===== config.mk =====
export PLATFORM = sky130hd
export DESIGN_NAME = csma_node_ctrl
export DESIGN_NICKNAME = d
export VERILOG_FILES = /design/src/rtl/csma_pkg.sv /design/src/rtl/csma_tick_counter.sv /design/src/rtl/csma_fsm.sv /design/src/rtl/csma_node_ctrl.sv
export SDC_FILE = /design/constraint.sdc
export NUM_CORES = 1
export LEC_CHECK = 0
export BUFFER_PORTS_ARGS = -buffer_cell sky130_fd_sc_hd__buf_4
export CORE_UTILIZATION = 40
export DETAILED_ROUTE_END_ITERATION = 10
export PLACE_DENSITY = 0.57
export RECOVER_POWER = 25
export SLEW_MARGIN = 10
export SYNTH_ARGS = -nofsm -noshare
export SYNTH_HDL_FRONTEND = slang
export SYNTH_SLANG_ARGS = --single-unit

===== constraint.sdc =====
create_clock -name clk_i -period 1.9 [get_ports clk_i]
set_input_delay 0.19 -clock clk_i [delete_from_list [all_inputs] [get_ports clk_i]]
set_output_delay 0.19 -clock clk_i [all_outputs]
set_load 0.03 [all_outputs]

===== src/rtl/csma_pkg.sv =====
`timescale 1ns/1ps
package csma_pkg;
  typedef enum logic [1:0] {
    ST_IDLE  = 2'd0,
    ST_SENSE = 2'd1,
    ST_DEFER = 2'd2,
    ST_TX    = 2'd3
  } csma_state_e;
endpackage


===== src/rtl/csma_tick_counter.sv =====
`timescale 1ns/1ps
module csma_tick_counter #(
  parameter int W = 4
) (
  input  logic         clk_i,
  input  logic         rst_ni,
  input  logic         ld_i,
  input  logic [W-1:0] ld_val_i,
  input  logic         inc_i,
  output logic [W-1:0] cnt_o
);
  logic [W-1:0] cnt_q;

  always_ff @(posedge clk_i or negedge rst_ni) begin
    if (!rst_ni)    cnt_q <= '0;
    else if (ld_i)  cnt_q <= ld_val_i;
    else if (inc_i) cnt_q <= cnt_q + W'(1);
  end

  assign cnt_o = cnt_q;
endmodule


===== src/rtl/csma_fsm.sv =====
`timescale 1ns/1ps
module csma_fsm
  import csma_pkg::*;
#(
  parameter int SENSE_LEN = 5,
  parameter int TX_LEN    = 20,
  parameter int SW        = 3,
  parameter int TW        = 5
) (
  input  logic          clk_i,
  input  logic          rst_ni,
  input  logic          tick_i,
  input  logic          pend_i,
  input  logic          carrier_i,
  input  logic [SW-1:0] sense_cnt_i,
  input  logic [TW-1:0] tx_cnt_i,
  output csma_state_e   state_o,
  output logic          sense_ld_o,
  output logic [SW-1:0] sense_val_o,
  output logic          sense_inc_o,
  output logic          tx_ld_o,
  output logic          tx_inc_o,
  output logic          done_o
);
  localparam logic [SW-1:0] S_LAST   = SW'(SENSE_LEN - 1);
  localparam logic [TW-1:0] T_LAST   = TW'(TX_LEN - 1);
  localparam bit            ONE_UNIT = (SENSE_LEN == 1);

  csma_state_e state_q, state_d;
  logic        done_q, fin;
  logic        clear_start;

  always_comb begin
    state_d     = state_q;
    sense_ld_o  = 1'b0;
    sense_val_o = '0;
    sense_inc_o = 1'b0;
    tx_ld_o     = 1'b0;
    tx_inc_o    = 1'b0;
    fin         = 1'b0;
    clear_start = 1'b0;
    case (state_q)
      ST_IDLE: begin
        if (tick_i && pend_i) begin
          if (carrier_i) state_d = ST_DEFER;
          else           clear_start = 1'b1;
        end
      end
      ST_DEFER: begin
        // first quiet tick both ends the wait and counts as unit 1
        if (tick_i && !carrier_i) clear_start = 1'b1;
      end
      ST_SENSE: begin
        if (tick_i) begin
          if (carrier_i) begin
            state_d    = ST_DEFER;
            sense_ld_o = 1'b1;
          end else if (sense_cnt_i == S_LAST) begin
            state_d = ST_TX;
            tx_ld_o = 1'b1;
          end else begin
            sense_inc_o = 1'b1;
          end
        end
      end
      ST_TX: begin
        // carrier deliberately ignored: no collision detection
        if (tick_i) begin
          if (tx_cnt_i == T_LAST) begin
            fin        = 1'b1;
            sense_ld_o = 1'b1;
            state_d    = pend_i ? ST_SENSE : ST_IDLE;
          end else begin
            tx_inc_o = 1'b1;
          end
        end
      end
      default: state_d = ST_IDLE;
    endcase
    if (clear_start) begin
      if (ONE_UNIT) begin
        state_d = ST_TX;
        tx_ld_o = 1'b1;
      end else begin
        state_d     = ST_SENSE;
        sense_ld_o  = 1'b1;
        sense_val_o = SW'(1);
      end
    end
  end

  always_ff @(posedge clk_i or negedge rst_ni) begin
    if (!rst_ni) begin
      state_q <= ST_IDLE;
      done_q  <= 1'b0;
    end else begin
      state_q <= state_d;
      done_q  <= fin;
    end
  end

  assign state_o = state_q;
  assign done_o  = done_q;
endmodule


===== src/rtl/csma_node_ctrl.sv =====
`timescale 1ns/1ps
module csma_node_ctrl
  import csma_pkg::*;
#(
  parameter int SENSE_LEN = 5,
  parameter int TX_LEN    = 20
) (
  input  logic clk_i,
  input  logic rst_ni,
  input  logic tick_i,
  input  logic pkt_pending_i,
  input  logic carrier_i,
  output logic tx_en_o,
  output logic busy_o,
  output logic defer_o,
  output logic done_o
);
  localparam int SW = $clog2(SENSE_LEN + 1);
  localparam int TW = $clog2(TX_LEN + 1);

  csma_state_e   state;
  logic          sense_ld, sense_inc, tx_ld, tx_inc;
  logic [SW-1:0] sense_val, sense_cnt;
  logic [TW-1:0] tx_cnt;

  csma_fsm #(
    .SENSE_LEN(SENSE_LEN), .TX_LEN(TX_LEN), .SW(SW), .TW(TW)
  ) u_fsm (
    .clk_i       (clk_i),
    .rst_ni      (rst_ni),
    .tick_i      (tick_i),
    .pend_i      (pkt_pending_i),
    .carrier_i   (carrier_i),
    .sense_cnt_i (sense_cnt),
    .tx_cnt_i    (tx_cnt),
    .state_o     (state),
    .sense_ld_o  (sense_ld),
    .sense_val_o (sense_val),
    .sense_inc_o (sense_inc),
    .tx_ld_o     (tx_ld),
    .tx_inc_o    (tx_inc),
    .done_o      (done_o)
  );

  csma_tick_counter #(.W(SW)) u_sense_cnt (
    .clk_i    (clk_i),
    .rst_ni   (rst_ni),
    .ld_i     (sense_ld),
    .ld_val_i (sense_val),
    .inc_i    (sense_inc),
    .cnt_o    (sense_cnt)
  );

  csma_tick_counter #(.W(TW)) u_tx_cnt (
    .clk_i    (clk_i),
    .rst_ni   (rst_ni),
    .ld_i     (tx_ld),
    .ld_val_i ('0),
    .inc_i    (tx_inc),
    .cnt_o    (tx_cnt)
  );

  assign tx_en_o = (state == ST_TX);
  assign defer_o = (state == ST_DEFER);
  assign busy_o  = (state != ST_IDLE);
endmodule


==> results of run 1 <==
-- power breakdown --
group / switching (mW) / internal, mW / leakage (nW)
clock network: 0.0715 / 0.0810 / 0.0150
logic: 0.257 / 0.244 / 0.210
registers: 0.147 / 0.323 / 0.138
total: 0.476 / 0.647 / 0.363
-- kinds of logic after synthesis --
family | count (synthesis) | share of synthesized area (%)
buffers and inverters | 10 | 8.111
multiplexers | 2 | 2.649
adder cells (fa/ha/maj) | 3 | 4.967
flip-flops | 11 | 36.42
AO/OA/AOI/OAI | 25 | 24.01
AND/OR/NAND/NOR | 30 | 23.84
-- layout make-up --
cell class	count	area [µm²]	share of cell area, %
multi-input cells	60	419.2	50.07
flip-flops and latches	11	275.3	32.88
repair buffers	9	66.31	7.922
well taps	25	31.28	3.737
clock buffers	4	26.28	3.139
inverters	5	18.77	2.242
-- final timing paths --
check | startpoint | end | slack [ps] | depth (start not counted)
worst max register to register | u_fsm.state_o[0] | u_sense_cnt.cnt_o[1] | 370 | 3
worst min register to register | u_tx_cnt.cnt_o[2] | u_tx_cnt.cnt_o[2] | 540 | 1
min in group asynchronous | rst_ni | u_tx_cnt.cnt_o[1] | 450 | 2
worst max-delay path | u_fsm.state_o[0] | busy_o | 350 | 2
worst min-delay path | tick_i | u_fsm.state_o[1] | 200 | 2
max in group asynchronous | rst_ni | u_tx_cnt.cnt_o[0] | 1070 | 2
-- routing by layer --
layer	routed length, µm	global-route usage, %
met3	25	2.381
met5	0	0
met4	0	7.273
met2	721	26.86
met1	694	21.81
-- critical path: stages (launching register included) --
cell	delay (ps)
dfrtp_1	550
or2_2	380
buf_4	170
-- flip-flops by register name, summed over array words and instances, names as in the netlist --
name / cells
u_tx_cnt.cnt_o: 5
u_sense_cnt.cnt_o: 3
u_fsm.state_o: 2
u_fsm.done_o: 1
-- Yosys cell counts (2+ instances only) --
cell,number
or3_1,4
nand3_1,3
a21oi_1,4
nor3_1,3
mux2i_1,2
o21ai_0,5
inv_1,5
nand4bb_1,2
nand2_1,4
dfrtp_1,11
a31oi_1,2
buf_6,3
nor2_1,5
ha_1,3
a21o_2,2
-- what timing repair did --
action                    CTS  global route
hold buffers                1             0
hold endpoints to repair   11             0
buffers inserted            0             0
-- per-stage QoR --
step	cells	instance area, µm²	util [%]	setup WS, ps	power [mW]
floorplan	81	755.7	-	591.7	0.8603
global placement	109	804.5	46.09	382.4	0.9708
detailed placement	109	804.5	46.09	365.9	0.9732
CTS	114	840.8	48.17	339.3	1.134
global route	114	837.1	47.96	234.7	1.226
finish	114	837.1	47.96	349.2	1.123
-- layout by cell type (no fill, tap or decap), drive strengths merged, types with 3 or more instances in the layout --
master and n:
nand3 3, ha 3, nand2 4, o21ai 5, or3 4, dfrtp 11, clkbuf 5, nor3 3
nor2 5, buf 7, a21oi 4, inv 5
==> flow_summary.toml, run 1 <==
[timing]
drv_slew = 0
min_period_ps = 1551
period_share_pct = 81.62
rsz0062_at_grt = "no"
skew_ps = 6.052
timing.setup.tns_ps = 0
hold_violations = 0
worstMarginPinSlew_ps = 578.1
hold_slack_ps = 201.1
slew-limit-headroom_pct = 61.46
setup_viol = 0
clock.fmax_ghz = 0.6448

[clock_network]
cts_tree = "done"
clkLatencyLatePin_ps = 260
cts_resized = 0
path_clk_slew_ps = 70
h-tree-depth = 1
clockRootBuffer = "clkbuf_4"
clockBufferDepth = 2
cts_buffers = 3
clkSinkCount = 11

[logic_synthesis]
yosysWarnings = 0
syn_inst = 81
synth_cell_type_count = 38
synth_area_leaders = "dfrtp_1, ha_1, buf_6"
synth_area_leader_cell = "dfrtp_1"
synth_edf_count = 0
synth_top_area_share_pct = 36.42
syn_nets = 89
async_flop_share_pct = 100.0
ys.flop_type = "dfrtp_1"
ys_seq_area_share_pct = 36.42
netlist_area_um2 = 755.7
syn-mean-instance-area_um2 = 9.330
synth_seq_cells = 11

[drt]
vias_per_cell = 5.412
dr.pass1.iters = 3
routedWlPerCell_um = 12.64
antenna_left = 0
drt_iter0_markers = 13
routed_wl_um = 1441
via_count = 617
drc = 0

[pwr]
p_leak_nw = 0.3629
irDropWorstVdd_mv = 0.8942
power.density_nw_per_um2 = 1342

[worst_setup_path]
crit_path_end_kind = "primary output"
cp.arrival_ps = 1360
path_class = "reg -> out"
path_max_fanout = 16
required_ps = 1710
cp-start-kind = "flop"

[floorplanning]
pin_count = 9
die_h_um = 45.47
coreArea_um2 = 1745
core.rowCount = 15
initial_utilization_pct = 43.30
dieArea_um2 = 2067
die_w_um = 45.47

[global_routing]
grt_pass1_wl_um = 2463
antenna_found_initial = 0
grt_max_degree = 17
grt_overflow = 0
grt_usage_pct = 16.61
grt_pass1_vias = 563

[layout]
num_antenna_cells = 0
fin_nets = 98
areaGrowthSynthToFinish_pct = 10.76
nFillCells = 177
drive_above_1_share_pct = 21.35

[placement]
port-buffer-count = 8
gp_congestion = 0.7693
hpwlAfterDp_um = 1064

[worst_hold_path]
hold_path.class = "in -> reg"

[run]
cap_viol_max_count = 0

[run_status]
status = "finished, final reports clean"
Power figures use the tool's default switching activity.
==> run 2: changes to the inputs <==
PLACE_DENSITY = 0.6   (was 0.57)
clock period = 1.35 ns   (was 1.9 ns; I/O delays follow)
==> flow_summary.toml, run 2 (synthesized netlist as in run 1, its figures left out) <==
[floorplanning]
initial_utilization_pct = 43.30
coreArea_um2 = 1745
core.rowCount = 15
die_h_um = 45.47
pin_count = 9
die_w_um = 45.47
dieArea_um2 = 2067

[placement]
dpl_cell_area_um2 = 872.1
gp_congestion = 0.7939
dp.cells = 118
port-buffer-count = 8
hpwlAfterDp_um = 1252
pre_cts_ws_ps = -148.2

[drt]
routed_wl_um = 1906
vias_per_cell = 5.417
drc = 0
antenna_left = 0
routedWlPerCell_um = 14.44
drt_iter0_markers = 17
dr.pass1.iters = 4
via_count = 715

[timing]
period_share_pct = 99.34
min_period_ps = 1341
timing.setup.tns_ps = 0
hold_violations = 0
rsz0062_at_grt = "yes"
drv_slew = 0
hold_slack_ps = 165.9
setup_viol = 0
skew_ps = 10.35
slew-limit-headroom_pct = 58.07
worst_slack_ps = 8.931
clock.fmax_ghz = 0.7457
worstMarginPinSlew_ps = 628.9

[layout]
layout_common_cells = "buf_4, dfrtp_1, buf_6"
largest_reg_flops = 5
stdcell_area_um2 = 1087
drive_above_1_share_pct = 47.66
num_antenna_cells = 0
nFillCells = 165
mostFrequentLayoutCell = "buf_4"
areaGrowthSynthToFinish_pct = 43.87
finalCoreUtilization_pct = 62.29
final_cells = 132
fin_nets = 116

[global_routing]
grt_usage_pct = 21.14
grt_max_degree = 12
grt_pass1_vias = 673
grt_pass1_wl_um = 3084
antenna_found_initial = 0
grt_overflow = 0

[clock_network]
clockBufferDepth = 2
cts_buffers = 3
clkSinkCount = 11
h-tree-depth = 1
cts_tree = "done"
clockRootBuffer = "clkbuf_4"
clkLatencyLatePin_ps = 270
path_clk_slew_ps = 80

[worst_setup_path]
crit_path_end_kind = "flop"
required_ps = 1500
path_max_fanout = 5
critPathSlowestCell = "dfrtp_1"
cp-start-kind = "flop"
r2r_slack_ps = 9
path_class = "reg -> reg"
cp.arrival_ps = 1490
crit_chain = "ha_4 -> nand4bb_4 -> o211ai_1 -> a22oi_1"
crit_path_max_incr_delay_ps = 410

[run_status]
status = "finished, final reports clean"

[run]
cap_viol_max_count = 0

[pwr]
irDropWorstVdd_mv = 1.459
power_mw = 2.166
p_leak_nw = 0.4712
power.density_nw_per_um2 = 1992

[worst_hold_path]
hold_path.class = "in -> reg"
run 2: worst max-delay path: cells and delay by family, from the launching register on:
family                   cells  cell delay (ps)
adder cells (fa/ha/maj)      1              180
AND/OR/NAND/NOR              1              160
AO/OA/AOI/OAI                2              460
flip-flops                   1              410
run 2: path summary, 6_finish.rpt:
kind                                   startpoint                   end  cells past startpoint
worst max-delay path            u_tx_cnt.cnt_o[1]  u_sense_cnt.cnt_o[2]                      4
worst min-delay path                pkt_pending_i      u_fsm.state_o[0]                      3
worst max register to register  u_tx_cnt.cnt_o[1]  u_sense_cnt.cnt_o[2]                      4
worst min register to register  u_tx_cnt.cnt_o[2]     u_tx_cnt.cnt_o[2]                      1
max in group asynchronous                  rst_ni     u_tx_cnt.cnt_o[2]                      2
min in group asynchronous                  rst_ni          u_fsm.done_o                      2
run 2: final cells by class:
class / count / area (µm²) / share of cell area (%)
inverters: 5 / 18.77 / 1.726
multi-input cells: 60 / 505.5 / 46.49
clock buffers: 3 / 22.52 / 2.071
clock inverters: 1 / 5.005 / 0.4603
flip-flops and latches: 11 / 276.5 / 25.43
well taps: 25 / 31.28 / 2.877
repair buffers: 27 / 227.7 / 20.94
run 2: what timing repair did:
action | CTS | global route
gates resized for setup | 12 | 11
endpoints found under the setup margin | 8 | 9
buffers inserted | 8 | 1
hold buffers | 1 | 0
endpoints found under the hold margin | 11 | 0
pin swaps | 4 | 5
run 2: report_power, final:
group	internal [mW]	leakage [nW]	switching, mW
Sequential	0.458	0.137	0.141
Combinational	0.725	0.316	0.615
Clock	0.109	0.0177	0.117
Total	1.29	0.471	0.873
run 2: routing by layer:
metal	up-vias	GRT usage, %	part of all wire [%]
li1	352	-	-
met1	344	28.12	45
met2	17	33.14	51
met3	2	3.968	3.6
met4	0	9.091	0.73
met5	-	0	0
==> run 3: changes to the inputs <==
ABC_AREA = 1   (was default)
==> flow_summary.toml, run 3 <==
[run_status]
status = "finished, final reports clean"

[logic_synthesis]
synth_commonest_cells = "nand2_1, nand3_1, nor2_1"
netlist_area_um2 = 740.7
synth-adder-area-share_pct = 5.068
synth_area_leader_cell = "dfrtp_1"
synth_top_area_share_pct = 37.16
yosysWarnings = 0
synth-simple-area-share_pct = 41.55
synth_top_family_by_area = "simple AND/OR/NAND/NOR gates"
async_flop_share_pct = 100.0
synth_edf_count = 0
synthMuxAreaShare_pct = 0
syn_nets = 119
synth_area_leaders = "dfrtp_1, nand2_1, nand3_1"
syn-mean-instance-area_um2 = 6.673
syn_inst = 111
ys.flop_type = "dfrtp_1"
synth_seq_cells = 11
synth-compound-area-share_pct = 3.209
ys_seq_area_share_pct = 37.16
synth_cell_type_count = 18
synth_most_common_cell = "nand2_1"
synth-xor-area-share_pct = 3.547

[worst_setup_path]
cp-start-kind = "flop"
rr_worst_depth = 9
critPathSlowestCell = "dfrtp_1"
crit_start = "u_tx_cnt.cnt_o[1]"
path_class = "reg -> reg"
reg2reg_from = "u_tx_cnt.cnt_o[1]"
crit_path_max_incr_delay_ps = 410
path_max_fanout = 6
cp.arrival_ps = 1490
cpMostUsedCell = "nand2_2"
required_ps = 1520
crit_chain = "ha_2 -> nand2_2 -> inv_2 -> a21oi_2 -> nand2_2 -> inv_4 -> nand2_2 -> nand2_1 -> nor2_1"
crit_path_end_kind = "flop"

[timing]
clock.fmax_ghz = 0.7565
slew-limit-headroom_pct = 59.06
worstMarginPinSlew_ps = 614.1
period_share_pct = 97.91
drv_slew = 0
worst_slack_ps = 28.15
hold_violations = 0
hold_slack_ps = 191.1
setup_viol = 0
min_period_ps = 1322
rsz0062_at_grt = "yes"
skew_ps = 1.619

[layout]
layout_common_cells = "nand2_1, nand3_1, nor2_1"
fin_nets = 135
num_antenna_cells = 0
mostFrequentLayoutCell = "nand2_1"
drive_above_1_share_pct = 23.02
largest_reg_flops = 5
areaGrowthSynthToFinish_pct = 22.13
stdcell_area_um2 = 904.6

[floorplanning]
initial_utilization_pct = 42.90
die_h_um = 45.03
die_w_um = 45.03
dieArea_um2 = 2028
core.rowCount = 15
pin_count = 9
coreArea_um2 = 1727

[placement]
port-buffer-count = 8
dpl_cell_area_um2 = 849.6
pre_cts_ws_ps = 32.52
hpwlAfterDp_um = 1158
gp_congestion = 0.7736

[global_routing]
grt_overflow = 0
grt_pass1_wl_um = 2311
grt_pass1_vias = 534
grt_max_degree = 12
antenna_found_initial = 0
grt_usage_pct = 16.32

[drt]
via_count = 691
drt_iter0_markers = 4
drc = 0
vias_per_cell = 4.576
antenna_left = 0
routedWlPerCell_um = 9.755
routed_wl_um = 1473
dr.pass1.iters = 4

[clock_network]
cts_tree = "done"
clockBufferDepth = 2
h-tree-depth = 1
cts_buffers = 3
clkSinkCount = 11
path_clk_slew_ps = 70
postCtsSetupBuffers = 0
clkLatencyLatePin_ps = 270
clockRootBuffer = "clkbuf_4"

[pwr]
p_leak_nw = 0.4986
irDropWorstVdd_mv = 1.114
power.density_nw_per_um2 = 1684

[run]
cap_viol_max_count = 0

[worst_hold_path]
hp-start = "tick_i"
hold_path.class = "in -> reg"
min_path_cells = 3
run 3: cell types whose count changed after synthesis, sizes merged, moves of 3 or more:
| cell | before | now |
|---|---|---|
| buf | 4 | 1 |
| inv | 5 | 16 |
| nand2 | 4 | 37 |
| nand3 | 3 | 16 |
| nor2 | 5 | 17 |
| nor3 | 3 | 0 |
| o21ai | 5 | 2 |
| or3 | 4 | 0 |
run 3: logic make-up (layout without fill, tap and decap cells):
family | Yosys count | after routing
AND/OR/NAND/NOR | 72 | 72
XOR/XNOR | 3 | 3
flip-flops | 11 | 11
AO/OA/AOI/OAI | 4 | 4
buffers and inverters | 18 | 33
adder cells (fa/ha/maj) | 3 | 3
run 3: worst paths after layout:
path / end / slack [ps]
max: u_tx_cnt.cnt_o[0] / 30
min: u_fsm.done_o / 190
max reg2reg: u_tx_cnt.cnt_o[0] / 30
min reg2reg: u_tx_cnt.cnt_o[1] / 560
max in group asynchronous: u_fsm.state_o[1] / 540
min in group asynchronous: u_fsm.done_o / 380
run 3: per-layer routing:
| layer | vias up | GRT usage [%] | part of all wire [%] |
|---|---|---|---|
| met5 | - | 0 | 0 |
| met4 | 0 | 10.91 | 2.9 |
| met3 | 5 | 3.600 | 3.7 |
| met2 | 12 | 23.48 | 44 |
| met1 | 299 | 21.75 | 49 |
| li1 | 375 | - | - |
run 3: what timing repair did:
item | 4_1_cts | 5_1_grt
endpoints found under the setup margin | 0 | 10
resized for setup | 0 | 11
hold endpoints to repair | 11 | 0
hold buffers | 1 | 0
run 3: metrics by stage:
step | cells | setup TNS [ps] | total power [mW] | util (%)
after global placement | 146 | 0 | 1.258 | 49.20
final | 151 | 0 | 1.523 | 52.39
after global routing | 151 | -321.1 | 1.678 | 52.39
after CTS | 151 | 0 | 1.494 | 51.30
after detailed placement | 146 | 0 | 1.259 | 49.20
after floorplan | 111 | 0 | 1.028 | -
run 3: cell type report:
cell class	instances	area [µm²]
clock buffer	4	26.28
fill	186	822.0
inverter	17	66.31
multi-input combinational	82	415.4
sequential	11	276.5
tap	25	31.28
timing repair buffer	12	88.84
run 3: report_power, final:
group          switching (mW)  total [mW]  internal [mW]
sequential             0.0950       0.528          0.433
combinational           0.461       0.768          0.308
clock                   0.112       0.227          0.115
run 3: worst max-delay path: cells and delay by family, from the launching register on:
kind	cells	cell delay (ps)
flip-flops	1	410
AND/OR/NAND/NOR	5	310
adder cells (fa/ha/maj)	1	210
AO/OA/AOI/OAI	1	160
buffers and inverters	2	140
